**src/rtl/cmp_ctrl_pkg.sv**
```systemverilog
package cmp_ctrl_pkg;
  localparam int WORD_W   = 32;
  localparam int NUM_CMP  = 2;
  localparam int HALF_W   = WORD_W / NUM_CMP;
  localparam int SEL_W    = 3;
  localparam int NUM_DEST = (1 << SEL_W) - 1;

  // positions inside one 16-bit half
  localparam int P_EN     = 0;
  localparam int P_SWITCH = 1;
  localparam int P_SPEED  = 2;
  localparam int P_NEG    = 4;
  localparam int P_WINDOW = 7;
  localparam int P_SEL    = 8;
  localparam int P_POL    = 11;
  localparam int P_HYST   = 12;
  localparam int P_STAT   = 14;
  localparam int P_LOCK   = 15;

  // writable bits per half: A has the switch and a reserved bit 7,
  // B has window mode at bit 7 and a reserved bit 1
  localparam logic [HALF_W-1:0] MASK_A = 16'hBF7F;
  localparam logic [HALF_W-1:0] MASK_B = 16'hBFFD;
endpackage

```
**src/rtl/cmp_sync.sv**
```systemverilog
module cmp_sync #(
  parameter int N      = 2,
  parameter int STAGES = 2
) (
  input  logic         clk,
  input  logic         rst,
  input  logic [N-1:0] async_in,
  output logic [N-1:0] sync_out
);
  logic [N-1:0] stage [STAGES];

  always_ff @(posedge clk) begin
    if (rst) begin
      for (int i = 0; i < STAGES; i++) stage[i] <= '0;
    end else begin
      stage[0] <= async_in;
      for (int i = 1; i < STAGES; i++) stage[i] <= stage[i-1];
    end
  end

  assign sync_out = stage[STAGES-1];
endmodule

```
**src/rtl/cmp_half_reg.sv**
```systemverilog
module cmp_half_reg #(
  parameter int                 W        = 16,
  parameter logic [W-1:0]       MASK     = '1,
  parameter int                 LOCK_POS = 15
) (
  input  logic         clk,
  input  logic         rst,
  input  logic         wr_en,
  input  logic [W-1:0] wr_word,
  output logic [W-1:0] q
);
  logic locked;
  assign locked = q[LOCK_POS];

  always_ff @(posedge clk) begin
    if (rst)                   q <= '0;
    else if (wr_en && !locked) q <= wr_word & MASK;
  end

  // a locked half never changes again
  assert_lock_hold_R2: assert property (@(posedge clk) disable iff (rst)
    locked |=> $stable(q));

  // no write, no change
  assert_idle_hold_R11: assert property (@(posedge clk) disable iff (rst)
    !wr_en |=> $stable(q));
endmodule

```
**src/rtl/cmp_router.sv**
```systemverilog
module cmp_router #(
  parameter int SEL_W = 3,
  localparam int ND   = (1 << SEL_W) - 1
) (
  input  logic             en,
  input  logic             pol,
  input  logic [SEL_W-1:0] sel,
  input  logic             raw,
  output logic [ND-1:0]    dest
);
  logic cond;
  assign cond = en & (raw ^ pol);

  for (genvar k = 1; k <= ND; k++) begin : g_dest
    assign dest[k-1] = cond & (sel == SEL_W'(k));
  end
endmodule

```
**src/rtl/dual_cmp_ctrl.sv**
```systemverilog
module dual_cmp_ctrl
  import cmp_ctrl_pkg::*;
(
  input  logic                clk,
  input  logic                rst,
  input  logic                wr_en,
  input  logic [WORD_W-1:0]   wr_data,
  output logic [WORD_W-1:0]   rd_data,
  input  logic [NUM_CMP-1:0]  cmp_raw,
  output logic [NUM_CMP-1:0]  cmp_en,
  output logic                in_switch,
  output logic                window_en,
  output logic [1:0]          hyst_a,
  output logic [1:0]          hyst_b,
  output logic [1:0]          speed_a,
  output logic [1:0]          speed_b,
  output logic [2:0]          neg_sel_a,
  output logic [2:0]          neg_sel_b,
  output logic [NUM_DEST-1:0] dest_a,
  output logic [NUM_DEST-1:0] dest_b
);
  logic [HALF_W-1:0]   half_q [NUM_CMP];
  logic [NUM_DEST-1:0] dest   [NUM_CMP];
  logic [NUM_CMP-1:0]  stat;

  for (genvar g = 0; g < NUM_CMP; g++) begin : g_half
    cmp_half_reg #(
      .W(HALF_W), .MASK(g == 0 ? MASK_A : MASK_B), .LOCK_POS(P_LOCK)
    ) u_reg (
      .clk(clk), .rst(rst), .wr_en(wr_en),
      .wr_word(wr_data[g*HALF_W +: HALF_W]),
      .q(half_q[g])
    );

    cmp_router #(.SEL_W(SEL_W)) u_route (
      .en(half_q[g][P_EN]), .pol(half_q[g][P_POL]),
      .sel(half_q[g][P_SEL +: SEL_W]), .raw(cmp_raw[g]),
      .dest(dest[g])
    );

    assign cmp_en[g] = half_q[g][P_EN];
    assign rd_data[g*HALF_W +: HALF_W] =
      (half_q[g] & ~(HALF_W'(1) << P_STAT)) |
      (HALF_W'(stat[g]) << P_STAT);
  end

  cmp_sync #(.N(NUM_CMP), .STAGES(2)) u_sync (
    .clk(clk), .rst(rst), .async_in(cmp_raw), .sync_out(stat)
  );

  assign in_switch = half_q[0][P_SWITCH];
  assign window_en = half_q[1][P_WINDOW];
  assign hyst_a    = half_q[0][P_HYST +: 2];
  assign hyst_b    = half_q[1][P_HYST +: 2];
  assign speed_a   = half_q[0][P_SPEED +: 2];
  assign speed_b   = half_q[1][P_SPEED +: 2];
  assign neg_sel_a = half_q[0][P_NEG +: 3];
  assign neg_sel_b = half_q[1][P_NEG +: 3];
  assign dest_a    = dest[0];
  assign dest_b    = dest[1];

  assert_onehot_route_R6: assert property (@(posedge clk) disable iff (rst)
    $onehot0(dest_a) && $onehot0(dest_b));

  assert_off_quiet_R8: assert property (@(posedge clk) disable iff (rst)
    (!cmp_en[0] |-> dest_a == '0) and (!cmp_en[1] |-> dest_b == '0));
endmodule

```
**config.mk**
```make
export PLATFORM = sky130hd
export DESIGN_NAME = dual_cmp_ctrl
export DESIGN_NICKNAME = d
export VERILOG_FILES = /design/src/rtl/cmp_ctrl_pkg.sv /design/src/rtl/cmp_sync.sv /design/src/rtl/cmp_half_reg.sv /design/src/rtl/cmp_router.sv /design/src/rtl/dual_cmp_ctrl.sv
export SDC_FILE = /design/constraint.sdc
export NUM_CORES = 1
export LEC_CHECK = 0
export BUFFER_PORTS_ARGS = -buffer_cell sky130_fd_sc_hd__buf_2
export CAP_MARGIN = 15
export CORE_MARGIN = 2
export CORE_UTILIZATION = 30
export DETAILED_ROUTE_END_ITERATION = 16
export GPL_TIMING_DRIVEN = 0
export SYNTH_ARGS = -nofsm -noshare
export SYNTH_HDL_FRONTEND = slang
export SYNTH_SLANG_ARGS = --single-unit
```
**constraint.sdc**
```tcl
create_clock -name clk -period 1 [get_ports clk]
set_clock_uncertainty 0.05 [all_clocks]
set_input_delay 0.1 -clock clk [delete_from_list [all_inputs] [get_ports clk]]
set_output_delay 0.1 -clock clk [all_outputs]
set_load 0.05 [all_outputs]
```
==> metrics.md, run 1 <==
| Metric | Value |
|---|---|
| Gate count after technology mapping | around 180 |
| CTS tree | done |
| Min-Delay Endpoint | g_half[1].u_reg.q[0] |
| Via density | around 4.6 |
| Final total power | between 3 and 4 mW |
| CP cell instances | xnor2_4 -> buf_12 -> nor4b_4 -> buf_6 |
| Skew-Pair Late Insertion Delay | around 0.28 ns |
| Clock slew at reported path FFs | approximately 0.07 ns |
| Antenna cells | 0 |
| Port buffer count | 93 |
| Footprint of the multi-input gates | around 1100 um2 |
| Fillers | around 450 |
| Internal reg-to-reg setup slack | roughly 0.06 ns |
| Die Wd | between 70 and 80 um |
| Final Cycle Share | 1.52 |
| Post-synthesis cell area | about 1700 um2 |
| Setup violations, final | 37 |
| Status | finished, violations left |
| Placed Instances | around 350 |
| # IOs | 101 |
| Final core occ | 0.623 |
| Max Clk Rate | 656 MHz |
| Worst setup EP type | primary output |
| Final antenna-violating net count | 0 |
| Worst Hold Launch | wr_data[16] |
| Reg-to-Reg End | g_half[1].u_reg.q[12] |
| Worst setup path class | reg2out |
| Met2 Use GR | 0.319 |
| Pre-antenna DRT Iters | 4 |
| Crit start category | register |
| Most crowded layer after global routing | met2 |
| Crit path max-delay cell type | dfxtp_4 |
| Initial antenna violation count | 0 |
| RSZ-0062 raised after global routing | true |
| Fin nets | 333 |
| HP Class | in2reg |
| Routability cong. | 0.687 |
| DP HPWL | between 3000 and 4000 um |
| Final worst-path setup slack | -0.524 ns |
| Unique cell type count in the Yosys netlist | 17 |
| PwrDens | approximately 1200 nW/um2 |
| M1 GR Usage | 0.198 |
| Leakage power | between 1 and 1.5 nW |
| Global-route wire length before repair | 8490 um |
| VDD IR-drop max | approximately 0.65 mV |
| All-layer global routing usage | 0.172 |
| Clock Sinks | 32 |
| Worst Path Required | approximately 0.85 ns |
| Clock buffer depth | 2 |
| Vias in the first global route | about 1800 |
| Via count | around 1700 |
| Total CTS buffers | 5 |
| Yosys reg bits | 32 |
| Wire per inst | ~14 um |
| Sequential fraction of the synthesis area | 0.380 |
| Area growth, synth to finish | 102% |
| Hold depth | 3 |
| Synthesized area per cell | roughly 9.3 um2 |
| Die Ht | slightly below 80 um |
| GR Util met3 | 0.0398 |
| Crit-path max cell delay | approximately 0.36 ns |
| Synthesis Warnings | 0 |
| Largest net degree at the start of global routing | 11 |
| Final Hold Fails | 0 |
| First DRT Iteration DRCs | between 50 and 60 |
| Row count | 27 |
| Setup Slack @ Placement | -0.296 ns |
| CP Max Fanout | 7 |
| Reg2Reg Depth | 3 |
| Initial core utilization | 0.308 |
| Failing checks | negative setup slack |
| DRC errors left | 0 |
| Register area | just over 700 um2 |
| Total wire length | approximately 5300 um |
| Reg2reg start | g_half[1].u_reg.q[15] |
| Share of cells above drive strength 1 | 0.670 |
| Core area | about 5500 um2 |
| Yosys top cell by area | dfxtp_1 |
| Htree depth | 2 |
| Non-Filler Instances | between 300 and 400 |
| Synth area leaders | dfxtp_1, nand4bb_1, buf_4 |
| Setup TNS | -7.88 ns |
| Root Buffer | clkbuf_8 |
| CP bufs+invs | 2 |
| Max-slew violations | 0 |
| Share of the synthesized area in the top cell type | 0.380 |
| Number of max-cap violations | 0 |
| Critical path's top delay family | flip-flops |
| Worst EP arrival | between 1 and 1.5 ns |
| Die footprint | approximately 6200 um2 |
| Final min period | about 1.5 ns |
| Total gr overflow | 0 |
==> worst reg2reg max path: cells and delay by family (launching register included) <==
family	cells	cell delay (ns)
buffers and inverters	1	0.16
AO/OA/AOI/OAI	1	0.07
AND/OR/NAND/NOR	1	0.17
flip-flops	1	0.38
==> synth_stat cells, drive strengths merged <==
master and count:
dfxtp 32, nand4bb 26, nand2 4, o21ai 26, nor3 4, nor2b 6
nor2 2, a21oi 2, nor4 2, buf 34, conb 1, xnor2 2
nor4b 8, nand2b 28, clkbuf 5
==> placed cells by master, fill, tap and decap left out, types with 2 or more instances in the layout <==
master | Yosys | layout
nand2b_1 | 28 | 26
nor2b_1 | 6 | 4
conb_1 | 1 | 2
dlygate4sd3_1 | 0 | 2
a21oi_1 | 2 | 2
nand2b_4 | 0 | 2
buf_6 | 0 | 54
clkbuf_8 | 0 | 5
nand2_4 | 0 | 3
nor2_1 | 2 | 2
buf_4 | 26 | 17
nor4b_4 | 0 | 8
xnor2_4 | 0 | 2
dfxtp_4 | 0 | 14
buf_2 | 8 | 37
nor2b_4 | 0 | 2
dfxtp_2 | 0 | 15
nor4_4 | 0 | 2
clkbuf_1 | 5 | 5
o21ai_0 | 2 | 2
buf_12 | 0 | 2
buf_8 | 0 | 30
nand4bb_1 | 26 | 26
dfxtp_1 | 32 | 3
nor3_4 | 0 | 4
o21ai_1 | 24 | 24
==> flip-flops by register name (all words and copies together) (netlist names) <==
name / flops
u_sync.stage: 4
g_half.u_reg.q: 28
==> metal layers <==
metal | share of wire | vias up | wire [um]
li1 | - | 847 | -
met2 | 0.55 | 53 | 2890
met4 | 0.0065 | 0 | 34
met5 | 0 | - | 0
met1 | 0.40 | 792 | 2110
met3 | 0.045 | 2 | 235
==> worst max-delay path by stage <==
stage / from / to / slack, ns / cells past startpoint
floorplan: g_half[1].u_reg.q[10] / dest_b[0] / -0.40 / 2
global placement: g_half[0].u_reg.q[11] / dest_a[3] / -0.30 / 3
detailed placement: g_half[0].u_reg.q[11] / dest_a[3] / -0.30 / 3
CTS: g_half[0].u_reg.q[11] / dest_a[1] / -0.52 / 4
global route: g_half[1].u_reg.q[11] / dest_b[0] / -0.58 / 4
finish: g_half[0].u_reg.q[11] / dest_a[1] / -0.52 / 4
==> final cells by class <==
class / count / share of cell area
timing repair buffer: 112 / 0.336
multi-input combinational: 112 / 0.318
sequential: 32 / 0.209
buffer: 33 / 0.0870
tap: 72 / 0.0264
clock buffer: 7 / 0.0224
clock inverter: 1 / 0.00147
==> timing repair <==
| action | 4_1_cts | 5_1_grt |
|---|---|---|
| setup endpoints to repair | 82 | 70 |
| buffers inserted | 8 | 8 |
| gates cloned | 0 | 1 |
| pin swaps | 8 | 4 |
| hold buffers | 2 | 0 |
| hold endpoints to repair | 2 | 0 |
| gates resized for setup | 169 | 26 |
==> cells by family after synthesis <==
| family | synth area share |
|---|---|
| buf+inv | 0.151 |
| xor+xnor | 0.0104 |
| compound gates | 0.0831 |
| other cells | 0.00222 |
| simple gates | 0.374 |
| flops | 0.380 |
==> report_power, final <==
| group | internal [mW] | switching (mW) |
|---|---|---|
| combinational | 0.697 | 0.788 |
| sequential | 1.36 | 0.139 |
| clock | 0.488 | 0.464 |
==> metrics by stage <==
stage                     hold slack, ns  cell area [um2]
after floorplan                    0.178             2030
after global placement             0.280             2580
after detailed placement           0.287             2580
after CTS                         0.0192             3300
after global routing              0.0288             3410
final                             0.0288             3410
(Power assumes the default switching activity.)
==> inputs of run 2 (changes only) <==
--- a/config.mk
+++ b/config.mk
@@ -10,7 +10,7 @@
 export CORE_MARGIN = 2
 export CORE_UTILIZATION = 30
 export DETAILED_ROUTE_END_ITERATION = 16
-export GPL_TIMING_DRIVEN = 0
+export RECOVER_POWER = 25
 export SYNTH_ARGS = -nofsm -noshare
 export SYNTH_HDL_FRONTEND = slang
 export SYNTH_SLANG_ARGS = --single-unit
==> metrics.md, run 2 (synthesized netlist as in run 1, its figures left out) <==
| Metric | Value |
|---|---|
| Global-route wire length before repair | between 7000 and 8000 um |
| Final Hold Fails | 0 |
| M1 WL | just under 2000 um |
| Internal | around 2.4 mW |
| Via count | ~1600 |
| Final antenna-violating net count | 0 |
| Clock buffer depth | 2 |
| Area growth, synth to finish | 78.0% |
| Total CTS buffers | 5 |
| DP HPWL | 3250 um |
| Total wire length | about 4700 um |
| Pre-antenna DRT Iters | 4 |
| Worst EP arrival | between 1 and 1.5 ns |
| Critical Path Sink | dest_a[2] |
| Number of max-cap violations | 0 |
| Final min period | between 1.5 and 2 ns |
| Total gr overflow | 0 |
| Biggest regs | g_half.u_reg.q x28, u_sync.stage x4 |
| Port buffer count | 94 |
| Skew-Pair Late Insertion Delay | 0.28 ns |
| Clock Sinks | 32 |
| Reg2Reg Depth | 3 |
| Dpl cell area | about 2500 um2 |
| Final worst-path setup slack | -0.544 ns |
| CP Depth | 4 |
| Failing checks | negative setup slack |
| Initial antenna violation count | 0 |
| Reg with most FFs | g_half.u_reg.q |
| Met3 WL post-DR | approximately 230 um |
| Share of cells above drive strength 1 | 0.637 |
| VDD IR-drop max | just over 0.6 mV |
| Final core occ | 0.549 |
| RSZ-0062 raised after global routing | true |
| Worst Path Required | between 0.8 and 0.9 ns |
| PwrDens | around 1300 nW/um2 |
| Initial core utilization | 0.308 |
| CP bufs+invs | 2 |
| Leakage power | 1.24 nW |
| Core area | roughly 5500 um2 |
| Wire length on met2 | ~2500 um |
| Antenna cells | 0 |
| Placed Instances | approximately 330 |
| Routability cong. | just under 0.7 |
| # IOs | 101 |
| Worst setup EP type | primary output |
| Headroom to the max-slew limit | 0.652 |
| Status | finished, violations left |
| Reg2reg start | g_half[1].u_reg.q[15] |
| Fin nets | 303 |
| Crit-path max cell delay | 0.35 ns |
| Top layer in use | met4 |
| Commonest non-fill, non-tap cell in the layout | buf_6 |
| Finished layout cell area | around 3000 um2 |
| Clock share of power | 0.271 |
| Final total power | about 3.8 mW |
| Die Wd | 79.0 um |
| First DRT Iteration DRCs | between 50 and 60 |
| Max Clk Rate | between 600 and 700 MHz |
| Reg-to-Reg End | g_half[1].u_reg.q[8] |
| Worst setup path class | reg2out |
| Wire per inst | 13.9 um |
| CTS tree | done |
| Vias in the first global route | between 1000 and 1500 |
| Final Cycle Share | 1.54 |
| Net Sw Power | about 1.3 mW |
| CP Max Fanout | 7 |
| Most frequent cells in the layout | buf_6, buf_2, buf_4, nand2b_1, nand4bb_1 |
| Root Buffer | clkbuf_8 |
| Die Ht | 79.0 um |
| Row count | 27 |
| Crit path max-delay cell type | dfxtp_2 |
| Crit. Startpoint | g_half[0].u_reg.q[11] |
| Setup violations, final | 39 |
| Fillers | approximately 500 |
| DRC errors left | 0 |
| Max-slew violations | 0 |
| Slew @ Worst Pin | about 0.52 ns |
| Switch share | 0.353 |
| Largest net degree at the start of global routing | 36 |
| Crit start category | register |
| Via density | between 4 and 5 |
| All-layer global routing usage | 0.150 |
| Non-Filler Instances | between 300 and 400 |
| Flop pwr share | 0.393 |
| Largest register FFs | 28 |
| Htree depth | 2 |
| Die footprint | 6240 um2 |
| HP Class | in2reg |
| Comb power frac | 0.336 |
| Internal reg-to-reg setup slack | around 0.070 ns |
| Setup TNS | -7.57 ns |
| Critical path's top delay family | flip-flops |
| CP cell instances | xnor2_4 -> buf_12 -> nor4b_4 -> buf_6 |
| Clock slew at reported path FFs | 0.06 ns |
==> run 2: cell types whose count changed in the layout (fill, tap and decap cells not counted), sizes merged <==
cell / change
clkbuf: +1
buf: -29
dlygate4sd3: -1
clkinv: -1
==> run 2: tightest hold or removal path, cell delays in order <==
cell and delay, ns:
buf_2 0.09, a21oi_1 0.06, nor2_1 0.07
==> run 2: repair_timing <==
item / CTS / global route
resized for setup: 100 / 28
hold endpoints to repair: 1 / 0
hold buffers: 1 / 0
endpoints found under the setup margin: 61 / 44
buffers inserted: 2 / 3
pin swaps: 1 / 5
==> run 2: power groups by stage <==
stage	registers [mW]	clock network [mW]	logic, mW
6_report	1.49	1.03	1.27
5_1_grt	1.50	1.14	1.33
3_3_place_gp	1.50	0	1.06
3_5_place_dp	1.50	0	1.07
4_1_cts	1.49	1.07	1.22
2_1_floorplan	1.71	0	0.649
==> run 2: worst min path at each step <==
stage           startpoint                     to  slack [ns]  cells past startpoint
2_1_floorplan   cmp_raw[0]     u_sync.stage[0][0]        0.18                      1
3_3_place_gp   wr_data[15]  g_half[0].u_reg.q[15]        0.28                      3
3_5_place_dp   wr_data[15]  g_half[0].u_reg.q[15]        0.29                      3
4_1_cts        wr_data[31]  g_half[1].u_reg.q[15]        0.01                      3
5_1_grt        wr_data[29]  g_half[1].u_reg.q[13]        0.03                      3
6_report       wr_data[31]  g_half[1].u_reg.q[15]        0.02                      3
==> run 2: metal layers <==
layer | GRT usage | up-vias
met5 | 0 | -
met4 | 0.0534 | 0
met3 | 0.0443 | 4
met2 | 0.251 | 51
met1 | 0.183 | 757
li1 | - | 779
==> run 2: through the flow <==
stage	worst slack (ns)	hold WS, ns
3_3_place_gp	-0.259	0.278
6_report	-0.544	0.0171
4_1_cts	-0.539	0.0145
2_1_floorplan	-0.396	0.178
5_1_grt	-0.603	0.0297
3_5_place_dp	-0.273	0.289
==> run 2: area by class of cell <==
class	instances	area [um2]	area share
Sequential cell	32	703	0.234
Timing Repair Buffer	115	1040	0.347
Multi-Input combinational cell	112	1080	0.359
Clock buffer	8	90.1	0.0300
Tap cell	72	90.1	0.0300
